--- src/rtl/nvmg_pkg.sv ---
package nvmg_pkg;
    typedef enum logic [1:0] {
        KS_LOCKED,
        KS_HALF,
        KS_OPEN,
        KS_BARRED
    } key_state_t;

    localparam logic [7:0] KEY_A = 8'h56;
    localparam logic [7:0] KEY_B = 8'hAE;
    localparam int NUM_MEM = 2;
endpackage

--- src/rtl/nvmg_key_fsm.sv ---
module nvmg_key_fsm
    import nvmg_pkg::*;
#(
    parameter logic [7:0] FIRST_KEY  = KEY_A,
    parameter logic [7:0] SECOND_KEY = KEY_B
) (
    input  logic       clk,
    input  logic       rst_n,
    input  logic       key_wr,
    input  logic [7:0] key_data,
    input  logic       relock,
    output logic       unlocked
);
    key_state_t state, nxt;

    always_ff @(posedge clk or negedge rst_n) begin
        if (!rst_n) state <= KS_LOCKED;
        else        state <= nxt;
    end

    always_comb begin
        nxt = state;
        if (relock) begin
            if (state != KS_BARRED) nxt = KS_LOCKED;           // RELOCK
        end else if (key_wr) begin
            unique case (state)
                KS_LOCKED: nxt = (key_data == FIRST_KEY)  ? KS_HALF : KS_BARRED;
                KS_HALF:   nxt = (key_data == SECOND_KEY) ? KS_OPEN : KS_BARRED;
                KS_OPEN:   nxt = KS_OPEN;
                KS_BARRED: nxt = KS_BARRED;
            endcase
        end
    end

    always_comb unlocked = (state == KS_OPEN);

    a_r2_open_needs_second_key: assert property (@(posedge clk) disable iff (!rst_n)
        $rose(unlocked) |-> ($past(key_wr) && $past(key_data) == SECOND_KEY && !$past(relock)));
    a_r4_barred_holds: assert property (@(posedge clk) disable iff (!rst_n)
        (state == KS_BARRED) |=> (state == KS_BARRED));
    a_r5_relock_closes: assert property (@(posedge clk) disable iff (!rst_n)
        relock |=> !unlocked);
endmodule

--- src/rtl/nvmg_access_check.sv ---
module nvmg_access_check #(
    parameter int ADDR_W     = 16,
    parameter int PAGE_SHIFT = 9
) (
    input  logic                         acc_valid,
    input  logic                         acc_write,
    input  logic                         acc_dbg,
    input  logic                         acc_space,
    input  logic [ADDR_W-1:0]            acc_addr,
    input  logic [ADDR_W-PAGE_SHIFT:0]   boot_pages,
    input  logic                         rop_active,
    input  logic [1:0]                   unlocked,
    output logic                         allow,
    output logic                         in_boot
);
    localparam int PAGE_W = ADDR_W - PAGE_SHIFT;
    localparam int BW     = PAGE_W + 1 + PAGE_SHIFT;

    logic [BW-1:0] boot_bytes;
    logic [BW-1:0] addr_ext;

    always_comb begin
        boot_bytes = {boot_pages, {PAGE_SHIFT{1'b0}}};
        addr_ext   = {{(BW-ADDR_W){1'b0}}, acc_addr};
        in_boot    = (addr_ext < boot_bytes);
        allow      = 1'b0;
        if (acc_valid && !(acc_dbg && rop_active)) begin
            if (!acc_write)     allow = 1'b1;
            else if (acc_space) allow = unlocked[1];
            else                allow = unlocked[0] && !in_boot;
        end
    end
endmodule

--- src/rtl/nvm_wr_guard.sv ---
module nvm_wr_guard
    import nvmg_pkg::*;
#(
    parameter int PROG_BYTES = 65536,
    parameter int PAGE_BYTES = 512
) (
    input  logic                                              clk,
    input  logic                                              rst_n,
    input  logic                                              key_wr,
    input  logic                                              key_sel,
    input  logic [7:0]                                        key_data,
    input  logic                                              relock_prog,
    input  logic                                              relock_data,
    input  logic [$clog2(PROG_BYTES)-$clog2(PAGE_BYTES):0]    boot_pages,
    input  logic                                              acc_valid,
    input  logic                                              acc_write,
    input  logic                                              acc_dbg,
    input  logic                                              acc_space,
    input  logic [$clog2(PROG_BYTES)-1:0]                     acc_addr,
    input  logic                                              rop_active,
    input  logic                                              rop_wr,
    output logic                                              acc_allow,
    output logic                                              erase_req,
    output logic                                              illegal_wr
);
    localparam int ADDR_W     = $clog2(PROG_BYTES);
    localparam int PAGE_SHIFT = $clog2(PAGE_BYTES);

    logic [NUM_MEM-1:0] unlocked;
    logic [NUM_MEM-1:0] relock_v;
    logic               in_boot;

    always_comb relock_v = {relock_data, relock_prog};

    for (genvar m = 0; m < NUM_MEM; m++) begin : g_key
        nvmg_key_fsm #(
            .FIRST_KEY  ((m == 0) ? KEY_A : KEY_B),
            .SECOND_KEY ((m == 0) ? KEY_B : KEY_A)
        ) u_fsm (
            .clk      (clk),
            .rst_n    (rst_n),
            .key_wr   (key_wr && (key_sel == m[0])),
            .key_data (key_data),
            .relock   (relock_v[m]),
            .unlocked (unlocked[m])
        );
    end

    nvmg_access_check #(
        .ADDR_W     (ADDR_W),
        .PAGE_SHIFT (PAGE_SHIFT)
    ) u_chk (
        .acc_valid  (acc_valid),
        .acc_write  (acc_write),
        .acc_dbg    (acc_dbg),
        .acc_space  (acc_space),
        .acc_addr   (acc_addr),
        .boot_pages (boot_pages),
        .rop_active (rop_active),
        .unlocked   (unlocked),
        .allow      (acc_allow),
        .in_boot    (in_boot)
    );

    always_ff @(posedge clk or negedge rst_n) begin
        if (!rst_n) begin
            erase_req  <= 1'b0;
            illegal_wr <= 1'b0;
        end else begin
            erase_req  <= rop_wr && rop_active;
            illegal_wr <= illegal_wr || (acc_valid && acc_write && !acc_allow);
        end
    end

    a_r6_boot_refused: assert property (@(posedge clk) disable iff (!rst_n)
        (acc_valid && acc_write && !acc_space && in_boot) |-> !acc_allow);
    a_r9_rop_blocks_debug: assert property (@(posedge clk) disable iff (!rst_n)
        (acc_valid && acc_dbg && rop_active) |-> !acc_allow);
    a_r10_erase_pulse: assert property (@(posedge clk) disable iff (!rst_n)
        (rop_wr && rop_active) |=> erase_req);
    a_r11_flag_sticky: assert property (@(posedge clk) disable iff (!rst_n)
        illegal_wr |=> illegal_wr);
    a_r12_idle_refused: assert property (@(posedge clk) disable iff (!rst_n)
        !acc_valid |-> !acc_allow);
endmodule

--- config.mk ---
export PLATFORM = sky130hd
export DESIGN_NAME = nvm_wr_guard
export DESIGN_NICKNAME = d
export VERILOG_FILES = /design/src/rtl/nvmg_pkg.sv /design/src/rtl/nvmg_key_fsm.sv /design/src/rtl/nvmg_access_check.sv /design/src/rtl/nvm_wr_guard.sv
export SDC_FILE = /design/constraint.sdc
export NUM_CORES = 1
export LEC_CHECK = 0
export BUFFER_PORTS_ARGS = -buffer_cell sky130_fd_sc_hd__buf_2
export CAP_MARGIN = 5
export CORE_MARGIN = 1.5
export CORE_UTILIZATION = 36
export CTS_CLUSTER_SIZE = 30
export DETAILED_ROUTE_END_ITERATION = 8
export GPL_TIMING_DRIVEN = 0
export PLACE_DENSITY = 0.78
export SETUP_SLACK_MARGIN = 0.15
export SYNTH_ARGS = -nofsm -noshare
export SYNTH_HDL_FRONTEND = slang
export SYNTH_SLANG_ARGS = --single-unit
--- constraint.sdc ---
create_clock -name clk -period 2.2 [get_ports clk]
set_clock_uncertainty 0.05 [all_clocks]
set_input_delay 0.44 -clock clk [delete_from_list [all_inputs] [get_ports clk]]
set_output_delay 0.44 -clock clk [all_outputs]
set_load 0.1 [all_outputs]
==> reports/metrics.csv <==
metric,value,unit
status,finished clean,
Layout Nets,161,
RePlAce Congestion,0.728,
NetSw,121,uW
Final Hold Fails,0,
crit path time final,2130,ps
Pint,273,uW
synthesized area,520,sq um
initial DRC count,8,
die width,41.0,microns
Setup CP Type,in -> out,
design area,930,sq um
Logic pwr share,42.0,%
Worst-Margin Slew,486,ps
n_diodes,0,
ratio of cells with drive above 1 in the final layout,56.9,%
slew margin rel.,67.8,%
power share of the sequential group,33.5,%
setup violators final,0,
post-route clock period utilization,96.8,%
final slew viol count,0,
Pleak,0.471,nW
depth of the CTS H-tree,1,
global-route usage over all layers,19.3,%
global-route wire length before repair,2020,microns
top fanout value on the critical path,2,
#FFs+latches synth,6,
WP data required,1710,ps
YS warnings,0,
TritonCTS Sinks,6,
WHS,371,ps
switch share,30.8,%
io pins,47,
TritonCTS buffer count,3,
Yosys cell types,25,
Hold Crit Class,in -> reg,
most frequent cells in the layout,"buf_2 (34), inv_1 (8), buf_4 (7)",
DRC,0,
synthesized area per cell,8.53,sq um
crit path DAT,1640,ps
unrepaired setup endpoints after global routing,true,
Post-Syn Nets,111,
TritonRoute pass-1 iters,3,
Post-Synthesis Cells,61,
row count,13,
final core occ,70.6,%
Placed Cells,113,
max frequency,469,MHz
vias in the first global route,550,
clock buffer depth,2,
Max VDD drop,0.000242,V
CTS tree,done,
clock power share,24.5,%
share of the yosys chip area belonging to registers,28.8,%
core area,0.00132,sq mm
DP HPWL,1090,microns
DRT Wirelength,1560,microns
area grow syn2layout,78.6,%
full die area,0.00168,sq mm
initial antenna violation count,0,
DR WL/cell,12.6,microns
vias per std cell,5.21,
Final Non-Filler Cells,124,
Clock Pin Slew Worst Setup and Hold Paths,40,ps
GRT overflow,0,
max_cap viols,0,
DP Area,736,sq um
Root Driver,clkbuf_4,
ANT nets after route,0,
Die H,41.0,microns
pin count of the biggest net entering global routing,7,
vias,646,
Clock Latency Late Sink,240,ps
startpoint class of the critical path,input pin,
Starting Density,39.5,%
Setup crit end kind,output pin,
"commonest non-fill, non-tap cell in the layout",buf_2,
# port buffers,37,
power density over the cells,424,mW/mm^2
-- cells in the mapped netlist --
| cell type | instances | area [sq um] |
|---|---|---|
| and3_1 | 2 | 12.5 |
| dfrtp_1 | 6 | 150 |
| nor4b_2 | 1 | 15.0 |
| o21bai_1 | 1 | 7.51 |
| a32o_1 | 1 | 10.0 |
| nor3b_2 | 1 | 12.5 |
| nand2b_1 | 1 | 6.26 |
| a31oi_1 | 3 | 18.8 |
| nand3_1 | 3 | 15.0 |
| a21o_1 | 1 | 7.51 |
| a41oi_1 | 2 | 17.5 |
| nor4b_1 | 1 | 8.76 |
| nand2_1 | 4 | 15.0 |
| nor2_1 | 3 | 11.3 |
| and3b_1 | 1 | 8.76 |
| nand4b_1 | 1 | 8.76 |
| ha_1 | 6 | 75.1 |
| and2_1 | 1 | 6.26 |
| nand4_1 | 2 | 12.5 |
| o22a_1 | 2 | 17.5 |
| a21oi_1 | 3 | 15.0 |
| o31ai_1 | 1 | 7.51 |
| inv_1 | 10 | 37.5 |
| or3b_1 | 1 | 8.76 |
| o21ai_0 | 3 | 15.0 |
-- state kept, by name, indices dropped and copies added (netlist names) --
signal and flops:
illegal_wr 1, g_key.u_fsm.state 4, erase_req 1
-- area by class of cell --
type	instances	area (sq um)
multi-input cells	45	423
fillers	108	388
well taps	15	18.8
clock buffers	3	22.5
inverters	10	40.0
repair buffers	45	275
flip-flops and latches	6	150
-- routing by layer --
| metal | global-route usage (%) | up-vias | part of all wire [%] |
|---|---|---|---|
| met1 | 16.1 | 288 | 33 |
| li1 | - | 325 | - |
| met4 | 11.7 | 0 | 0.32 |
| met3 | 7.61 | 2 | 9.4 |
| met5 | 0 | - | 0 |
| met2 | 36.7 | 31 | 57 |
-- per-stage QoR --
step	setup slack, ps	power, mW	setup TNS, ps
final	69.7	0.394	0
after global routing	44.2	0.421	0
after CTS	91.8	0.382	0
after detailed placement	-128	0.243	-128
after global placement	-142	0.238	-142
after floorplan	174	0.194	0
-- final timing paths --
kind,from,slack (ps),end,cells past startpoint
min in group asynchronous,rst_n,500,g_key[0].u_fsm.state[1]$_DFFE_PN0P_,2
worst min register to register,g_key[0].u_fsm.state[1]$_DFFE_PN0P_,500,g_key[0].u_fsm.state[0]$_DFFE_PN0P_,1
max in group asynchronous,rst_n,1450,g_key[0].u_fsm.state[0]$_DFFE_PN0P_,2
worst max register to register,g_key[1].u_fsm.state[1]$_DFFE_PN0P_,940,illegal_wr$_DFF_PN0_,4
worst max-delay path,boot_pages[2],70,acc_allow,8
worst min-delay path,rop_wr,370,erase_req$_DFF_PN0_,2
-- kinds of logic (layout without fill, tap and decap cells) --
family / count (synthesis) / in the layout / synth area share [%]
flip-flops: 6 / 6 / 28.8
adder cells (fa/ha/maj): 6 / 6 / 14.4
buffers and inverters: 10 / 58 / 7.21
AO/OA/AOI/OAI: 17 / 17 / 22.4
AND/OR/NAND/NOR: 22 / 22 / 27.2
-- critical path, cell delays in order --
cell     delay (ps)
buf_6           100
inv_4            40
ha_4            190
a21o_1          160
a31oi_2         180
o21ai_2          90
a32o_4          270
buf_12          160
-- power groups by stage --
stage	Sequential, mW	Clock, mW	Combinational [mW]
floorplan	0.137	0	0.0573
global placement	0.132	0	0.106
detailed placement	0.133	0	0.110
CTS	0.132	0.101	0.149
global route	0.133	0.107	0.180
finish	0.132	0.0966	0.165
-- repair_timing --
item	in CTS	in global routing
pin swaps	5	3
endpoints found under the hold margin	6	0
endpoints found under the setup margin	1	2
setup buffers	7	0
gates cloned	0	0
hold buffers	1	0
gates resized for setup	12	7
Power figures use the tool's default switching activity.
